$ cat config.mk
export PLATFORM = sky130hd
export DESIGN_NAME = irq_vector_ctl
export DESIGN_NICKNAME = d
export VERILOG_FILES = /design/src/rtl/irq_pkg.sv /design/src/rtl/irq_pin_detect.sv /design/src/rtl/irq_prio_pick.sv /design/src/rtl/irq_service_track.sv /design/src/rtl/irq_vector_ctl.sv
export SDC_FILE = /design/constraint.sdc
export NUM_CORES = 1
export LEC_CHECK = 0
export ABC_AREA = 1
export BUFFER_PORTS_ARGS = -buffer_cell sky130_fd_sc_hd__buf_2
export CAP_MARGIN = 20
export CORE_MARGIN = 2
export CORE_UTILIZATION = 50
export CTS_CLUSTER_SIZE = 24
export DETAILED_ROUTE_END_ITERATION = 12
export GPL_TIMING_DRIVEN = 1
export PLACE_DENSITY = 0.73
export SYNTH_ARGS = -nofsm -noshare
export SYNTH_HDL_FRONTEND = slang
export SYNTH_SLANG_ARGS = --single-unit
$ cat constraint.sdc
create_clock -name clk -period 1.9 [get_ports clk]
set_input_delay 0.285 -clock clk [delete_from_list [all_inputs] [get_ports clk]]
set_output_delay 0.285 -clock clk [all_outputs]
set_load 0.01 [all_outputs]
$ cat src/rtl/irq_pkg.sv
package irq_pkg;
   localparam int unsigned N_SRC = 6;
   localparam int unsigned IDX_W = 3;

   typedef enum logic [IDX_W-1:0] {
      SRC_EXT0 = 3'd0,
      SRC_TMR0 = 3'd1,
      SRC_EXT1 = 3'd2,
      SRC_TMR1 = 3'd3,
      SRC_SER  = 3'd4,
      SRC_TMR2 = 3'd5
   } src_e;

   localparam int unsigned GLOBAL_BIT = 7;
endpackage

$ cat src/rtl/irq_pin_detect.sv
module irq_pin_detect #(
   parameter int unsigned SYNC_STAGES = 2
) (
   input  logic clk,
   input  logic rst_n,
   input  logic pin_n,
   input  logic edge_mode,
   input  logic clr,
   output logic req
);
   localparam int unsigned LAST = SYNC_STAGES - 1;

   generate
      if (SYNC_STAGES < 2) begin : g_bad_sync
         $error("irq_pin_detect: SYNC_STAGES must be at least 2");
      end
   endgenerate

   logic [SYNC_STAGES-1:0] sync_q;
   logic                   prev_q;
   logic                   flag_q;
   logic                   fall;

   generate
      for (genvar s = 0; s < SYNC_STAGES; s++) begin : g_sync
         if (s == 0) begin : g_first
            always_ff @(posedge clk or negedge rst_n)
               if (!rst_n) sync_q[s] <= 1'b1;
               else        sync_q[s] <= pin_n;
         end else begin : g_next
            always_ff @(posedge clk or negedge rst_n)
               if (!rst_n) sync_q[s] <= 1'b1;
               else        sync_q[s] <= sync_q[s-1];
         end
      end
   endgenerate

   assign fall = prev_q & ~sync_q[LAST];

   always_ff @(posedge clk or negedge rst_n) begin
      if (!rst_n) begin
         prev_q <= 1'b1;
         flag_q <= 1'b0;
      end else begin
         prev_q <= sync_q[LAST];
         if (!edge_mode)
            flag_q <= 1'b0;
         else
            flag_q <= fall | (flag_q & ~clr);
      end
   end

   assign req = edge_mode ? flag_q : ~sync_q[LAST];

   // a detected fall in edge mode always leaves the flag set
   a_r5_edge_latch: assert property (@(posedge clk) disable iff (!rst_n)
      (edge_mode && fall) |=> flag_q);
   // the flag drops only through an acknowledge-driven clear or a mode change
   a_r5_edge_hold: assert property (@(posedge clk) disable iff (!rst_n)
      (edge_mode && flag_q && !clr) |=> flag_q);
endmodule

$ cat src/rtl/irq_prio_pick.sv
module irq_prio_pick #(
   parameter int unsigned N     = 6,
   parameter int unsigned IDX_W = 3
) (
   input  logic [N-1:0]     vec,
   output logic             any,
   output logic [IDX_W-1:0] idx
);
   generate
      if ((1 << IDX_W) < N) begin : g_bad_width
         $error("irq_prio_pick: IDX_W too small for N");
      end
   endgenerate

   always_comb begin
      idx = '0;
      for (int i = N - 1; i >= 0; i--) begin
         if (vec[i]) idx = IDX_W'(i);
      end
   end

   assign any = |vec;

   // the chosen index is always one of the pending bits
   always_comb begin
      a_r8_pick_valid: assert (!any || vec[idx]);
   end
endmodule

$ cat src/rtl/irq_service_track.sv
module irq_service_track (
   input  logic clk,
   input  logic rst_n,
   input  logic take,
   input  logic take_hi,
   input  logic ret,
   output logic hi_act,
   output logic lo_act
);
   always_ff @(posedge clk or negedge rst_n) begin
      if (!rst_n) begin
         hi_act <= 1'b0;
         lo_act <= 1'b0;
      end else begin
         if (ret) begin
            if (hi_act) hi_act <= 1'b0;
            else        lo_act <= 1'b0;
         end
         if (take) begin
            if (take_hi) hi_act <= 1'b1;
            else         lo_act <= 1'b1;
         end
      end
   end

   // a return during high service ends the high level and leaves the low level alone
   a_r11_ret_high: assert property (@(posedge clk) disable iff (!rst_n)
      (ret && hi_act && !take) |=> (!hi_act && (lo_act == $past(lo_act))));
   // a return with only low service active ends it
   a_r11_ret_low: assert property (@(posedge clk) disable iff (!rst_n)
      (ret && !hi_act && !take) |=> !lo_act);
endmodule

$ cat src/rtl/irq_vector_ctl.sv
module irq_vector_ctl #(
   parameter int unsigned SYNC_STAGES  = 2,
   parameter logic [5:0]  AUTOCLR_MASK = 6'b001111
) (
   input  logic       clk,
   input  logic       rst_n,
   input  logic       en_wr,
   input  logic [7:0] en_wdata,
   input  logic       pri_wr,
   input  logic [7:0] pri_wdata,
   input  logic [1:0] ext_n,
   input  logic [1:0] ext_trig,
   input  logic [1:0] tmr_ovf,
   input  logic       tmr2_flag,
   input  logic       ser_flag,
   output logic       irq_req,
   output logic [2:0] irq_idx,
   input  logic       irq_ack,
   input  logic       reti
);
   import irq_pkg::*;

   localparam int unsigned N_EXT = 2;
   localparam int unsigned N_TMR = 2;

   generate
      if (N_SRC != 6 || IDX_W != 3) begin : g_bad_pkg
         $error("irq_vector_ctl: register layout fixed at six sources");
      end
   endgenerate

   logic             glob_en_q;
   logic [N_SRC-1:0] src_en_q;
   logic [N_SRC-1:0] src_hi_q;
   logic [N_SRC-1:0] src_raw;
   logic [N_SRC-1:0] pend;
   logic [N_SRC-1:0] clr_vec;
   logic [N_SRC-1:0] hi_vec;
   logic [N_SRC-1:0] lo_vec;
   logic             hi_any, lo_any;
   logic [IDX_W-1:0] hi_idx, lo_idx;
   logic             hi_act, lo_act;
   logic             hi_ok, lo_ok;
   logic             take, take_hi;
   logic             unused_bits;

   assign unused_bits = ^{en_wdata[6], pri_wdata[7:6]};

   // register file: only meaningful bits are kept
   always_ff @(posedge clk or negedge rst_n) begin
      if (!rst_n) begin
         glob_en_q <= 1'b0;
         src_en_q  <= '0;
         src_hi_q  <= '0;
      end else begin
         if (en_wr) begin
            glob_en_q <= en_wdata[GLOBAL_BIT];
            src_en_q  <= en_wdata[N_SRC-1:0];
         end
         if (pri_wr) src_hi_q <= pri_wdata[N_SRC-1:0];
      end
   end

   // per-source acknowledge decode
   generate
      for (genvar i = 0; i < N_SRC; i++) begin : g_clr
         assign clr_vec[i] = take && (irq_idx == IDX_W'(i)) && AUTOCLR_MASK[i];
      end
   endgenerate

   // external pins at indices 0 and 2
   generate
      for (genvar k = 0; k < N_EXT; k++) begin : g_ext
         localparam int unsigned SI = 2 * k;
         irq_pin_detect #(.SYNC_STAGES(SYNC_STAGES)) u_pin (
            .clk       (clk),
            .rst_n     (rst_n),
            .pin_n     (ext_n[k]),
            .edge_mode (ext_trig[k]),
            .clr       (clr_vec[SI]),
            .req       (src_raw[SI])
         );
      end
   endgenerate

   // timer overflow flags at indices 1 and 3
   generate
      for (genvar k = 0; k < N_TMR; k++) begin : g_tmr
         localparam int unsigned SI = 2 * k + 1;
         logic flag_q;
         always_ff @(posedge clk or negedge rst_n)
            if (!rst_n) flag_q <= 1'b0;
            else        flag_q <= tmr_ovf[k] | (flag_q & ~clr_vec[SI]);
         assign src_raw[SI] = flag_q;

         // an overflow pulse always leaves its flag set
         a_r6_ovf_set: assert property (@(posedge clk) disable iff (!rst_n)
            tmr_ovf[k] |=> flag_q);
         if (AUTOCLR_MASK[SI]) begin : g_auto
            // acknowledging the timer removes its flag
            a_r6_ack_clears: assert property (@(posedge clk) disable iff (!rst_n)
               (take && irq_idx == IDX_W'(SI) && !tmr_ovf[k]) |=> !flag_q);
         end
      end
   endgenerate

   assign src_raw[SRC_SER]  = ser_flag;
   assign src_raw[SRC_TMR2] = tmr2_flag;

   // gating and level split
   assign pend   = glob_en_q ? (src_raw & src_en_q) : '0;
   assign hi_vec = pend & src_hi_q;
   assign lo_vec = pend & ~src_hi_q;

   irq_prio_pick #(.N(N_SRC), .IDX_W(IDX_W)) u_pick_hi (
      .vec (hi_vec),
      .any (hi_any),
      .idx (hi_idx)
   );

   irq_prio_pick #(.N(N_SRC), .IDX_W(IDX_W)) u_pick_lo (
      .vec (lo_vec),
      .any (lo_any),
      .idx (lo_idx)
   );

   assign hi_ok   = hi_any && !hi_act;
   assign lo_ok   = lo_any && !hi_act && !lo_act;
   assign irq_req = hi_ok || lo_ok;
   assign irq_idx = hi_ok ? hi_idx : lo_idx;
   assign take    = irq_ack && irq_req;
   assign take_hi = hi_ok;

   irq_service_track u_svc (
      .clk     (clk),
      .rst_n   (rst_n),
      .take    (take),
      .take_hi (take_hi),
      .ret     (reti),
      .hi_act  (hi_act),
      .lo_act  (lo_act)
   );

   // nothing is forwarded without the global enable
   a_r2_global_gate: assert property (@(posedge clk) disable iff (!rst_n)
      !glob_en_q |-> !irq_req);
   // a requested source always has its enable bit set
   a_r1_enabled_only: assert property (@(posedge clk) disable iff (!rst_n)
      irq_req |-> src_en_q[irq_idx]);
   // nothing is requested during high service
   a_r10_high_blocks: assert property (@(posedge clk) disable iff (!rst_n)
      hi_act |-> !irq_req);
   // during low service only high-priority sources appear
   a_r10_low_blocks: assert property (@(posedge clk) disable iff (!rst_n)
      (lo_act && irq_req) |-> src_hi_q[irq_idx]);
   // a low-priority index is never shown while a high one is pending and allowed
   a_r9_high_first: assert property (@(posedge clk) disable iff (!rst_n)
      (irq_req && hi_any && !hi_act) |-> src_hi_q[irq_idx]);
   // without a request, an acknowledge leaves service state untouched
   a_r12_ack_ignored: assert property (@(posedge clk) disable iff (!rst_n)
      (irq_ack && !irq_req && !reti) |=> (hi_act == $past(hi_act) && lo_act == $past(lo_act)));
endmodule

==> results.py <==
metrics = {
    "yosys": {
        "synth.cells.most_frequent": "35 x sky130_fd_sc_hd__nand2_1, 23 x sky130_fd_sc_hd__inv_1, 19 x sky130_fd_sc_hd__dfrtp_1",
        "ys_top_cells_by_area": "sky130_fd_sc_hd__dfrtp_1 35%, sky130_fd_sc_hd__dfstp_2 12%, sky130_fd_sc_hd__nand2_1 9.6%",
        "synth.top_cell.area_share_pct": 34.83,
        "synth_most_common_cell": "sky130_fd_sc_hd__nand2_1",
        "syn_nets": 187,
        "synth_flop_cell": "sky130_fd_sc_hd__dfrtp_1",
        "syn-instance-count": 157,
        "netlist_area_sq_um": 1365,
        "postSynthAreaPerCell_sq_um": 8.695,
        "ys_seq_elements": 25,
        "async_reset_ff_share_pct": 100.0,
        "netlist-cell-type-count": 24,
        "seq_area_frac_synth_pct": 46.38,
        "synth_largest_area_cell": "sky130_fd_sc_hd__dfrtp_1",
        "synth_edf_count": 0,
        "synth.yosys.warnings": 0,
    },
    "sta": {
        "fin_tns_setup_ps": -428.1,
        "min_period_over_period_pct": 105.6,
        "timing.fmax_ghz": 0.4985,
        "post-route-worst-setup-slack_ps": -106.1,
        "finalHoldWorstSlack_ps": 53.70,
        "final-max-slew-violation-count": 0,
        "post_layout_min_period_ps": 2006,
        "finalHoldViolCount": 0,
        "finClkSkew_ps": 2.533,
        "setup_repair_after_global_routing_missed_its_margin": "true",
        "setup_viol": 5,
        "worst_slew_margin_relative_to_its_limit_pct": 62.12,
        "tightest_slew_ps": 568.2,
    },
    "cts": {
        "path_clk_slew_ps": 130,
        "clockBufferDepth": 2,
        "cts_sinks": 25,
        "clk-insertion-delay-late_ps": 310,
        "htree_levels": 1,
        "clock_tree_root_driver_cell": "sky130_fd_sc_hd__clkbuf_4",
        "cts_made_buffers": 3,
        "tritoncts_clock_tree": "built",
    },
    "floorplanning": {
        "initial_core_util_pct": 54.12,
        "fp.dieArea_sq_um": 3164,
        "core.rowCount": 18,
        "io_pins": 34,
        "die-height_microns": 56.25,
        "dieWidth_microns": 56.25,
        "core_region_area_sq_um": 2522,
    },
    "outcome": {
        "failed_checks": "setup timing",
        "run_status": "finished with violations",
    },
    "layout": {
        "fillCellCount": 207,
        "design_area_sq_um": 1714,
        "finish.utilization_pct": 67.96,
        "area.growth.synth_to_final_pct": 25.57,
        "post_layout_nonfiller_instances": 230,
        "multi_input_area_sq_um": 653.1,
        "antenna_cells": 0,
        "register_area_sq_um": 634.4,
        "drive_gt1_share_pct": 49.00,
        "finish.net_count": 231,
    },
    "routing": {
        "wire_per_inst_microns": 11.84,
        "detail_route.first_pass.iterations": 4,
        "antenna_violating_nets_post_route": 0,
        "detailedRoute.firstIterationViolations": 13,
        "routed_wirelength_mm": 2.723,
        "drt-vias-per-instance": 4.922,
        "drc_errors": 0,
        "via_count": 1132,
    },
    "worst_setup_path": {
        "crit_type": "reg -> out",
        "cpPeakStageDelay_ps": 510,
        "timing.critical_path.fanout_max": 8,
        "crit_chain": "nand2_2 -> inv_2 -> nand3_2 -> nor2_2 -> nor2_2 -> nand3_2 -> nand2_4 -> nand2_2 -> nand2_4 -> buf_6",
        "setup.worst_path.end_class": "output port",
        "cp_top_family": "simple AND/OR/NAND/NOR gates",
        "timing.critical_path.from_type": "register",
        "cpMaxStageDelayCell": "sky130_fd_sc_hd__dfrtp_2",
        "timing.critical_path.required_ps": 1620,
        "crit_buf_inv": 2,
        "cp_data_arrival_time_ps": 1720,
    },
    "placement": {
        "placed_cell_area_sq_um": 1534,
        "final_wtd_congestion": 0.7859,
        "dp.cells": 214,
        "numPortBuffers": 30,
        "place_hpwl_mm": 2.084,
    },
    "grt": {
        "number_of_global_route_vias_before_repair": 1171,
        "grt_antenna_before_repair": 0,
        "grtUsageTotal_pct": 18.94,
        "grt_max_degree": 26,
        "grt_pass1_wl_mm": 4.802,
        "globalRoute.totalOverflow": 0,
    },
    "power_and_ir_drop": {
        "vdd.ir_drop.worst_v": 0.0005857,
        "total_leakage_power_nw": 0.8621,
        "powerDensity_nw_per_um2": 794.5,
    },
    "min_path": {
        "class_of_the_worst_hold_path": "in -> reg",
    },
    "job": {
        "maxCapViolCount": 0,
    },
}
## cell families after synthesis
| group | Yosys count | synth area share, % |
|---|---|---|
| simple gates | 80 | 32.45 |
| buf+inv | 29 | 8.524 |
| flops | 25 | 46.38 |
| compound gates | 16 | 6.875 |
| mux | 7 | 5.775 |
## per-stage QoR
step	power, mW	setup WS (ps)
2_1_floorplan	0.9055	325.6
3_3_place_gp	0.9973	135.8
3_5_place_dp	1.012	95.59
4_1_cts	1.359	-110.2
5_1_grt	1.447	-219.8
6_report	1.362	-106.1
## repair_timing
| action | CTS | global route |
|---|---|---|
| pin swaps | 5 | 3 |
| setup buffers | 11 | 0 |
| hold endpoints to repair | 19 | 0 |
| hold buffers | 1 | 0 |
| resized for setup | 10 | 8 |
| setup endpoints to repair | 4 | 7 |
## cell type report
type / instances / area share [%]
inverter: 26 / 5.693
multi-input combinational: 103 / 38.10
clock buffer: 4 / 1.533
tap: 30 / 2.190
sequential: 25 / 37.01
timing repair buffer: 42 / 15.47
## final timing paths
check | startpoint | end | slack [ps] | cells after the start
setup / recovery | glob_en_q$_DFFE_PN0P_ | irq_idx[1] | -110 | 10
hold reg to reg | g_ext[1].u_pin.sync_q[0]$_DFF_PN1_ | g_ext[1].u_pin.sync_q[1]$_DFF_PN1_ | 370 | 0
hold / removal | ext_n[1] | g_ext[1].u_pin.sync_q[0]$_DFF_PN1_ | 50 | 1
min in group asynchronous | rst_n | src_en_q[2]$_DFFE_PN0P_ | 480 | 2
max in group asynchronous | rst_n | glob_en_q$_DFFE_PN0P_ | 1020 | 2
setup reg to reg | glob_en_q$_DFFE_PN0P_ | g_ext[1].u_pin.flag_q$_DFF_PN0_ | -40 | 16
## placed cells by master, fill, tap and decap left out, types with 2 or more instances in the layout
master                      n
sky130_fd_sc_hd__buf_6      4
sky130_fd_sc_hd__mux2_2     7
sky130_fd_sc_hd__buf_4     10
sky130_fd_sc_hd__o21ai_0    7
sky130_fd_sc_hd__inv_1     23
sky130_fd_sc_hd__dfstp_2    6
sky130_fd_sc_hd__nand2_2   12
sky130_fd_sc_hd__inv_2      3
sky130_fd_sc_hd__nor2_1     9
sky130_fd_sc_hd__nor2_4     3
sky130_fd_sc_hd__nand4_1    4
sky130_fd_sc_hd__nand2_4    4
sky130_fd_sc_hd__a21oi_2    4
sky130_fd_sc_hd__nand3_1    3
sky130_fd_sc_hd__buf_2     27
sky130_fd_sc_hd__clkbuf_4   3
sky130_fd_sc_hd__nand3_4    2
sky130_fd_sc_hd__dfrtp_1   18
sky130_fd_sc_hd__nor2_2     8
sky130_fd_sc_hd__nand2_1   30
sky130_fd_sc_hd__nand3_2    4
## flip-flops by register name, indices dropped and copies added, names as in the netlist
name	count
g_tmr.flag_q	2
src_en_q	6
src_hi_q	6
g_ext.u_pin.prev_q	2
u_svc.hi_act	1
u_svc.lo_act	1
g_ext.u_pin.sync_q	4
glob_en_q	1
g_ext.u_pin.flag_q	2
## layer usage
| layer | share of wire, % | vias up | track usage, % |
|---|---|---|---|
| met4 | 0.92 | 0 | 4.082 |
| met1 | 43 | 537 | 22.81 |
| met5 | 0 | - | 0 |
| met3 | 3.1 | 4 | 2.765 |
| li1 | - | 574 | - |
| met2 | 53 | 17 | 35.46 |
## report_power, final
group          leakage (nW)  switching, mW  total (mW)  internal, mW
combinational         0.560          0.260       0.499         0.238
clock                0.0150          0.151       0.233        0.0820
sequential            0.287         0.0398       0.631         0.591
total                 0.862          0.451        1.36         0.911
## worst reg2reg max path, cell delays in order, from the launching register on
cell	delay, ps
sky130_fd_sc_hd__dfrtp_2	510
sky130_fd_sc_hd__nand2_2	100
sky130_fd_sc_hd__inv_2	40
sky130_fd_sc_hd__nand3_2	90
sky130_fd_sc_hd__nor2_2	50
sky130_fd_sc_hd__nor2_2	140
sky130_fd_sc_hd__nand2_1	90
sky130_fd_sc_hd__nand2_2	70
sky130_fd_sc_hd__nand2_2	60
sky130_fd_sc_hd__buf_4	130
sky130_fd_sc_hd__buf_4	120
sky130_fd_sc_hd__buf_4	130
sky130_fd_sc_hd__nand2_2	70
sky130_fd_sc_hd__nand2_2	50
sky130_fd_sc_hd__nand3_2	70
sky130_fd_sc_hd__nand2_2	60
sky130_fd_sc_hd__a21oi_2	120
No activity file was read; power rests on OpenSTA's default activity.
